==> src/rtl/clkgen_cfg_loader.sv <==
module clkgen_cfg_loader #(
  parameter int DATA_W = 11,
  parameter int ADDR_W = 3,
  parameter int NREG   = 7
) (
  input  logic       clk,
  input  logic       rst_n,
  input  logic       ser_clk,
  input  logic       ser_din,
  input  logic       frame_n,
  output logic       ser_dout,
  output logic [10:0] fb_mod,
  output logic [7:0] sync_lo,
  output logic [7:0] sync_hi,
  output logic [9:0] ref_mod,
  output logic       ref_inv,
  output logic [2:0] vco_gain,
  output logic [2:0] pd_gain,
  output logic       pd_en,
  output logic       loop_int,
  output logic       vco_int,
  output logic       fb_clk_sel,
  output logic       fb_sel,
  output logic       fb_inv,
  output logic       cyc_add,
  output logic       cyc_swallow,
  output logic [1:0] out_scale,
  output logic [1:0] fb_scale,
  output logic       phase_lead,
  output logic       phase_en,
  output logic [2:0] post_div,
  output logic [3:0] out_sel,
  output logic       out_reset,
  output logic       test_en,
  output logic       test_clk,
  output logic       ext_ref_sel
);
  localparam int WORD_W = DATA_W + ADDR_W + 1;
  localparam int CNT_W  = $clog2(WORD_W + 2);
  localparam logic [CNT_W-1:0] CNT_FULL = CNT_W'(WORD_W);
  localparam logic [CNT_W-1:0] CNT_SAT  = CNT_W'(WORD_W + 1);

  function automatic logic [DATA_W-1:0] dflt(int i);
    case (i)
      0: return DATA_W'(11'h04F);
      1: return DATA_W'(11'h003);
      2: return DATA_W'(11'h006);
      3: return DATA_W'(11'h013);
      4: return DATA_W'(11'h5DC);
      5: return DATA_W'(11'h5C1);
      6: return DATA_W'(11'h087);
      default: return '0;
    endcase
  endfunction

  function automatic logic [DATA_W-1:0] rsv(int i);
    case (i)
      4, 5: return DATA_W'(11'h400);
      default: return '0;
    endcase
  endfunction

  logic [2:0] sck_q, frm_q;
  logic [1:0] din_q;
  logic sck_rise, frm_low, frm_end;
  logic [WORD_W-1:0] word;
  logic [CNT_W-1:0] bit_cnt;
  logic [DATA_W-1:0] rd_sh, rd_word;
  logic [DATA_W-1:0] cfg [NREG];
  logic [NREG*DATA_W-1:0] cfg_flat;
  logic [ADDR_W-1:0] w_addr;
  logic w_rd, w_ok;

  always_ff @(posedge clk or negedge rst_n) begin
    if (!rst_n) begin
      sck_q <= '0;
      frm_q <= '1;
      din_q <= '0;
    end else begin
      sck_q <= {sck_q[1:0], ser_clk};
      frm_q <= {frm_q[1:0], frame_n};
      din_q <= {din_q[0], ser_din};
    end
  end

  assign sck_rise = sck_q[1] & ~sck_q[2];
  assign frm_low  = ~frm_q[1];
  assign frm_end  = frm_q[1] & ~frm_q[2];
  assign w_addr   = word[DATA_W +: ADDR_W];
  assign w_rd     = word[WORD_W-1];
  assign w_ok     = frm_end && bit_cnt == CNT_FULL;

  always_ff @(posedge clk or negedge rst_n) begin
    if (!rst_n) begin
      word    <= '0;
      bit_cnt <= '0;
    end else if (!frm_low) begin
      bit_cnt <= '0;
    end else if (sck_rise) begin
      word <= {din_q[1], word[WORD_W-1:1]};
      if (bit_cnt != CNT_SAT) bit_cnt <= bit_cnt + 1'b1;
    end
  end

  always_comb begin
    rd_word = '0;
    for (int i = 0; i < NREG; i++)
      if (w_addr == ADDR_W'(i)) rd_word = cfg[i];
  end

  generate
    for (genvar g = 0; g < NREG; g++) begin : g_reg
      always_ff @(posedge clk or negedge rst_n) begin
        if (!rst_n) cfg[g] <= dflt(g);
        else if (w_ok && !w_rd && w_addr == ADDR_W'(g))
          cfg[g] <= word[DATA_W-1:0] | rsv(g);
      end
      assign cfg_flat[g*DATA_W +: DATA_W] = cfg[g];
    end
  endgenerate

  always_ff @(posedge clk or negedge rst_n) begin
    if (!rst_n) rd_sh <= '0;
    else if (w_ok && w_rd) rd_sh <= rd_word;
    else if (frm_low && sck_rise) rd_sh <= {1'b0, rd_sh[DATA_W-1:1]};
  end

  assign ser_dout = rd_sh[0];

  assign fb_mod      = cfg[0][10:0];
  assign sync_lo     = cfg[1][7:0];
  assign sync_hi     = cfg[2][7:0];
  assign ref_mod     = cfg[3][9:0];
  assign ref_inv     = cfg[3][10];
  assign vco_gain    = cfg[4][2:0];
  assign pd_gain     = cfg[4][5:3];
  assign pd_en       = cfg[4][6];
  assign loop_int    = cfg[4][7];
  assign vco_int     = cfg[4][8];
  assign fb_clk_sel  = cfg[4][9];
  assign fb_sel      = cfg[5][0];
  assign fb_inv      = cfg[5][1];
  assign cyc_add     = cfg[5][2];
  assign cyc_swallow = cfg[5][3];
  assign out_scale   = cfg[5][5:4];
  assign fb_scale    = cfg[5][7:6];
  assign phase_lead  = cfg[5][8];
  assign phase_en    = cfg[5][9];
  assign post_div    = cfg[6][2:0];
  assign out_sel     = cfg[6][6:3];
  assign out_reset   = cfg[6][7];
  assign test_en     = cfg[6][8];
  assign test_clk    = cfg[6][9];
  assign ext_ref_sel = cfg[6][10];

  p_cfg_only_at_frame_end_r2: assert property (@(posedge clk) disable iff (!rst_n)
    !frm_end |=> $stable(cfg_flat));
  p_reserved_one_r4: assert property (@(posedge clk) disable iff (!rst_n)
    cfg[4][10] && cfg[5][10]);
  p_addr7_ignored_r5: assert property (@(posedge clk) disable iff (!rst_n)
    frm_end && w_addr >= ADDR_W'(NREG) |=> $stable(cfg_flat));
  p_bad_count_r6: assert property (@(posedge clk) disable iff (!rst_n)
    frm_end && bit_cnt != CNT_FULL |=> $stable(cfg_flat));
  p_read_no_write_r7: assert property (@(posedge clk) disable iff (!rst_n)
    frm_end && w_rd |=> $stable(cfg_flat));
  p_rd_shift_idle_r8: assert property (@(posedge clk) disable iff (!rst_n)
    !frm_end && !sck_rise |=> $stable(rd_sh));
endmodule

==> config.mk <==
export PLATFORM = sky130hd
export DESIGN_NAME = clkgen_cfg_loader
export DESIGN_NICKNAME = d
export VERILOG_FILES = /design/src/rtl/clkgen_cfg_loader.sv
export SDC_FILE = /design/constraint.sdc
export NUM_CORES = 1
export LEC_CHECK = 0
export BUFFER_PORTS_ARGS = -buffer_cell sky130_fd_sc_hd__buf_4
export CELL_PAD_IN_SITES_DETAIL_PLACEMENT = 0
export CELL_PAD_IN_SITES_GLOBAL_PLACEMENT = 1
export CORE_UTILIZATION = 48
export CTS_BUF_LIST = sky130_fd_sc_hd__clkbuf_4 sky130_fd_sc_hd__clkbuf_8
export CTS_CLUSTER_DIAMETER = 120
export DETAILED_ROUTE_END_ITERATION = 12
export GPL_ROUTABILITY_DRIVEN = 0
export GPL_TIMING_DRIVEN = 1
export PLACE_DENSITY = 0.87
export SLEW_MARGIN = 20
export SYNTH_ARGS = -nofsm -noshare
export SYNTH_HDL_FRONTEND = slang
export SYNTH_SLANG_ARGS = --single-unit
==> constraint.sdc <==
create_clock -name clk -period 3.2 [get_ports clk]
set_clock_uncertainty 0.1 [all_clocks]
set_input_delay 0.16 -clock clk [delete_from_list [all_inputs] [get_ports clk]]
set_output_delay 0.16 -clock clk [all_outputs]
set_load 0.05 [all_outputs]
# After elaboration in Yosys (flattened, before gate mapping)

Index checks and enable logic that the tools add are counted.

Bits in registers: 114
Input port bits: 5
Word-level logic and storage cells: 57
Output and inout port bits: 70

Add/subtract/negate cells: 1
Reductions and logical operators: 18
Bitwise gates (word level): 5
Mux-type cells: 12
Equal/unequal tests: 8

Operators by type and width:

| cell                                           | number |
|---|---|
| two-way mux 11 bit                             | 9 |
| two-way mux 5 bit                              | 3 |
| logical AND 1 bit                              | 11 |
| == test 3 bit (second input constant)          | 3 |
| == test 3 x 2 -> 1 bit (second input constant) | 2 |
| nonzero test 2 bit                             | 3 |
| adder 5 x 1 -> 5 bit (second input constant)   | 1 |
| == test 5 x 4 -> 1 bit (second input constant) | 1 |
| inequality test 5 bit (second input constant)  | 1 |
| AND reduction 2 bit                            | 2 |
| == test 3 x 1 -> 1 bit (second input constant) | 1 |
| logical NOT 3 bit                              | 1 |
| inverter 1 bit                                 | 3 |
| bitwise AND 1 bit                              | 2 |
| logical NOT 1 bit                              | 1 |

# Logic depth before layout (Yosys ltp)

Depth in word-level cells: 9
Mapped depth: 8
Mapped depth without buffers: 7

# Worst setup path before layout

No wires, ideal clock.

Path type: register to register
Start point: register bit_cnt[0]
End point: register cfg[63] (netlist name)
Clock period less this slack: 2.265 ns
Path slack: 0.935 ns
Cell stages (with the launch flop): 9
Data arrival time: 2.040 ns
Data required time: 2.975 ns
Library setup time: 0.125 ns
Buffers on the path: 1
Cells stage by stage: dfrtp_1 -> ha_1 -> and3_1 -> ha_1 -> nand2_2 -> or4_4 -> nor3b_2 -> buf_4 -> mux2_2

Cells in the longest elaborated chain, start to end: 4

RTL lines:

| element                         | line | RTL |
|---|---|---|
| from (decl)                     | 67   | `logic [CNT_W-1:0] bit_cnt;` |
| from (signal assigned)          | 101  | `if (bit_cnt != CNT_SAT) bit_cnt <= bit_cnt + 1'b1;` |
| == test 5 x 4 -> 1 bit          | 91   | `assign w_ok = frm_end && bit_cnt == CNT_FULL;` |
| logical AND 1 bit               | 91   |  |
| logical AND 1 bit (2 in series) | 115  | `else if (w_ok && !w_rd && w_addr == ADDR_W'(g))` |
| to (signal, indexed assignment) | 114  | `if (!rst_n) cfg[g] <= dflt(g);` |
| to (signal, indexed assignment) | 116  | `cfg[g] <= word[DATA_W-1:0] \| rsv(g);` |
| to (decl)                       | 69   | `logic [DATA_W-1:0] cfg [NREG];` |

No other way between the ends.
A chain may end at the register's enable or synchronous reset.

# Worst setup path in the final report

Start point: register bit_cnt[0]
End point: register cfg[52] (netlist name)

Same word-level chain as after synthesis.

==> flow_metrics.py <==
metrics = {
    "status": {
        "outcome": "finished clean",
    },
    "clock_tree": {
        "cts_repair_resize_count": 0,
        "cts_max_level": 4,
        "worstSkewPairLatency_ns": 0.44,
        "cts.hold.buffers_added": 4,
        "ctsRootBufferMaster": "sky130_fd_sc_hd__clkbuf_8",
        "cts_setup_buffers": 0,
        "cts_inserted_buffers": 17,
        "tritoncts": "built",
        "worst_setup_hold_path_clk_slew_ns": 0.07,
        "cts_buffer_depth": 2,
        "cts.sink_count": 114,
    },
    "sta": {
        "setup_ws_ns": 0.650,
        "setup_total_negative_slack_ns": 0,
        "max-slew-margin-rel": 0.427,
        "timing.final.hold_violations": 0,
        "timing.final.crit_share": 0.797,
        "fin_crit_ns": 2.55,
        "report.final.slew_viol_count": 0,
        "rsz0062_at_grt": "false",
        "max_clock_freq_ghz": 0.392,
        "setup_viol": 0,
        "worst_slew_pin_slew_ns": 0.860,
    },
    "critical_path": {
        "rr_endpoint": "cfg[52]",
        "critical_path_class": "reg -> reg",
        "critical_path_arrival_ns": 2.77,
        "reg2reg_setup_slack_ns": 0.65,
        "worstSetupEndpointType": "register",
        "crit_required_ns": 3.42,
        "worst_path_dominant_cell_family": "simple AND/OR/NAND/NOR gates",
        "r2r_start": "bit_cnt[0]",
        "crit_path_cell_trace": "ha_1 -> and3_1 -> ha_1 -> nand2_2 -> or4_4 -> nor2b_1 -> buf_4 -> mux2_2",
        "rr_worst_depth": 8,
        "crit_path_max_incr_delay_ns": 0.47,
        "critPathMaxFanout": 8,
        "start_kind": "register",
        "path_common_cell": "sky130_fd_sc_hd__ha_1",
        "crit_buf_inv": 1,
        "worst_path_max_delay_cell": "sky130_fd_sc_hd__or4_4",
    },
    "worst_hold_path": {
        "whs_path_depth": 0,
        "worst_hold_path.endpoint": "din_q[1]",
        "min-delay-path-class": "reg -> reg",
        "hold_path_startpoint": "din_q[0]",
    },
    "pwr": {
        "p_sw_mw": 1.07,
        "comb_power_share": 0.149,
        "p_clk_frac": 0.391,
        "power_density_nw_per_um2": 580,
        "ir_drop_v": 0.000359,
        "switching_share": 0.294,
        "p_leak_nw": 2.94,
        "p_int_mw": 2.57,
        "fin_total_pwr_mw": 3.63,
        "power.share.sequential": 0.460,
    },
    "synth": {
        "combinational_family_with_the_most_area_after_synthesis": "multiplexers",
        "mappedNetlistArea_um2": 5450,
        "postSynthRegisterBits": 114,
        "synth-xor-area-share": 0.00482,
        "synth_adder_area_share": 0.00688,
        "yosys-mux-area-fraction": 0.224,
        "netlist.area_leader.share": 0.390,
        "complex_gate_fraction_of_the_synthesized_area": 0.101,
        "synthDominantAreaCellType": "sky130_fd_sc_hd__dfrtp_1",
        "post_synth_main_area_contributors": "sky130_fd_sc_hd__dfrtp_1 (39%), sky130_fd_sc_hd__mux2_2 (19%), sky130_fd_sc_hd__dfstp_2 (14%)",
        "post_synth.cell_area_avg_um2": 12.9,
        "synth-seq-area-share": 0.530,
        "synth-warning-count": 0,
        "ys_types": 37,
        "post_synthesis_cell_count": 422,
        "synth_simple_gate_area_share": 0.0349,
        "syn_nets": 430,
    },
    "global_routing": {
        "grt_remaining_overflow": 0,
        "grt_first_pass_wirelength_um": 18900,
        "first_global_vias": 3456,
        "antenna_found_initial": 0,
        "grt_start_max_net_pins": 67,
        "grt_usage": 0.219,
    },
    "floorplan": {
        "placement_rows": 38,
        "floorplan.die_area_um2": 11800,
        "die_width_um": 109,
        "floorplan.io_pins": 75,
        "initial_utilization": 0.499,
        "fp.dieH_um": 109,
        "core_region_area_um2": 10900,
    },
    "placed_design": {
        "hpwlAfterDp_um": 7820,
        "place_area_um2": 5800,
        "placed_cells_incl_taps": 573,
        "portBuffers": 74,
        "post_place_setup_slack_ns": 0.671,
    },
    "drt": {
        "dr_total_vias": 3383,
        "wl_um": 11600,
        "detail_route.iter0.violations": 216,
        "vias_per_cell": 5.56,
        "drtPass1Iterations": 4,
        "drc": 0,
        "antenna_violating_nets_post_route": 0,
        "route.detailed.wl_per_inst_um": 19.1,
    },
    "layout": {
        "share_of_layout_cells_above_drive_strength_1": 0.527,
        "ff_latch_area_um2": 2890,
        "n_antenna_cell": 0,
        "multi_input_comb_area_um2": 2030,
        "stdcell_area_um2": 6260,
        "area_growth_pct": 14.9,
        "nets": 464,
        "final_cells": 609,
        "num-fill-cells": 902,
    },
    "flow_run": {
        "cap_viol_max_count": 0,
    },
}
## cells in the mapped netlist, drive strengths merged
cell and n:
a211o 10, nand2b 1, nand2 2, a211oi 1, nor2 8, a22oi 10
a21oi 13, o21a 10, xor2 2, nand4bb 1, nor2b 4, nand4b 1
and3 1, nor3b 2, nand4 1, nand3 3, inv 3, nand3b 1
mux2 90, clkbuf 9, dfstp 29, dfrtp 85, o2bb2ai 10, and2 2
xnor2 1, mux2i 21, buf 70, nor3 3, ha 3, or4 1
o21ai 12, o211ai 12
## cells in the final DEF (no fill, tap or decap), types with 2 or more instances in the layout
master | Yosys | final
sky130_fd_sc_hd__nor3b_2 | 1 | 2
sky130_fd_sc_hd__nor3_1 | 2 | 2
sky130_fd_sc_hd__clkinvlp_4 | 0 | 2
sky130_fd_sc_hd__ha_1 | 3 | 3
sky130_fd_sc_hd__o211ai_1 | 12 | 12
sky130_fd_sc_hd__nor2_1 | 8 | 7
sky130_fd_sc_hd__clkinv_2 | 0 | 5
sky130_fd_sc_hd__nor2b_1 | 4 | 4
sky130_fd_sc_hd__dlygate4sd3_1 | 0 | 4
sky130_fd_sc_hd__a211o_1 | 10 | 10
sky130_fd_sc_hd__buf_4 | 59 | 89
sky130_fd_sc_hd__inv_1 | 3 | 3
sky130_fd_sc_hd__dfrtp_1 | 85 | 85
sky130_fd_sc_hd__bufinv_16 | 0 | 3
sky130_fd_sc_hd__and2_1 | 2 | 2
sky130_fd_sc_hd__mux2i_1 | 21 | 21
sky130_fd_sc_hd__mux2_2 | 90 | 90
sky130_fd_sc_hd__a21oi_1 | 13 | 13
sky130_fd_sc_hd__o2bb2ai_1 | 10 | 10
sky130_fd_sc_hd__xor2_1 | 2 | 2
sky130_fd_sc_hd__nand3_1 | 3 | 3
sky130_fd_sc_hd__clkbuf_8 | 0 | 21
sky130_fd_sc_hd__o21ai_0 | 12 | 12
sky130_fd_sc_hd__dfstp_2 | 29 | 29
sky130_fd_sc_hd__o21a_1 | 10 | 10
sky130_fd_sc_hd__a22oi_1 | 10 | 10
## cell type report
cell class | instances | area share
inverters | 3 | 0.00180
well taps | 140 | 0.0280
multi-input cells | 226 | 0.325
clock inverters | 10 | 0.0208
flip-flops and latches | 114 | 0.461
repair buffers | 94 | 0.116
clock buffers | 22 | 0.0473
## metrics by stage
step	hold WS, ns	util
2_1_floorplan	-0.236	-
3_3_place_gp	0.169	0.530
3_5_place_dp	0.170	0.530
4_1_cts	0.242	0.573
5_1_grt	0.235	0.573
6_report	0.251	0.573
## power by group through the flow
stage                     clock network (mW)  logic [mW]  registers [mW]
final                                   1.42       0.540            1.67
after global routing                    1.51       0.598            1.69
after CTS                               1.45       0.540            1.67
after detailed placement                   0       0.534            1.69
after global placement                     0       0.524            1.68
after floorplan                            0       0.420            1.58
## sequential cells by signal, summed over array words and instances, names as in the netlist, 2 cells and up
name / cells
ref_mod: 10
frm_q: 3
out_scale: 2
din_q: 2
post_div: 3
out_sel: 4
bit_cnt: 5
fb_mod: 11
sck_q: 3
vco_gain: 3
word: 15
sync_lo: 8
cfg: 6
fb_scale: 2
sync_hi: 8
rd_sh: 11
pd_gain: 3
## routing by layer
metal,vias up,part of all wire,track usage
li1,1542,-,-
met1,1731,0.46,0.303
met2,82,0.47,0.323
met3,28,0.046,0.0591
met4,0,0.023,0.0956
met5,-,0,0
## how the worst max path moves through the flow
stage	start	to	slack (ns)	cells after the start
after detailed placement	bit_cnt[0]	sync_hi[4]	0.67	8
final	bit_cnt[0]	cfg[52]	0.65	8
after global placement	bit_cnt[0]	sync_hi[5]	0.72	8
after CTS	bit_cnt[0]	cfg[52]	0.64	8
after global routing	bit_cnt[0]	cfg[52]	0.50	8
after floorplan	bit_cnt[0]	cfg[63]	0.94	8
## cell families (layout without fill, tap and decap cells)
group	count (synthesis)	after routing
buffers and inverters	82	129
and+or+nand+nor	31	31
adders and majority gates	3	3
muxes	111	111
DFF	114	114
xor gates and xnor gates	3	3
AOI/OAI and AO/OA	78	78
(Power assumes the default switching activity.)
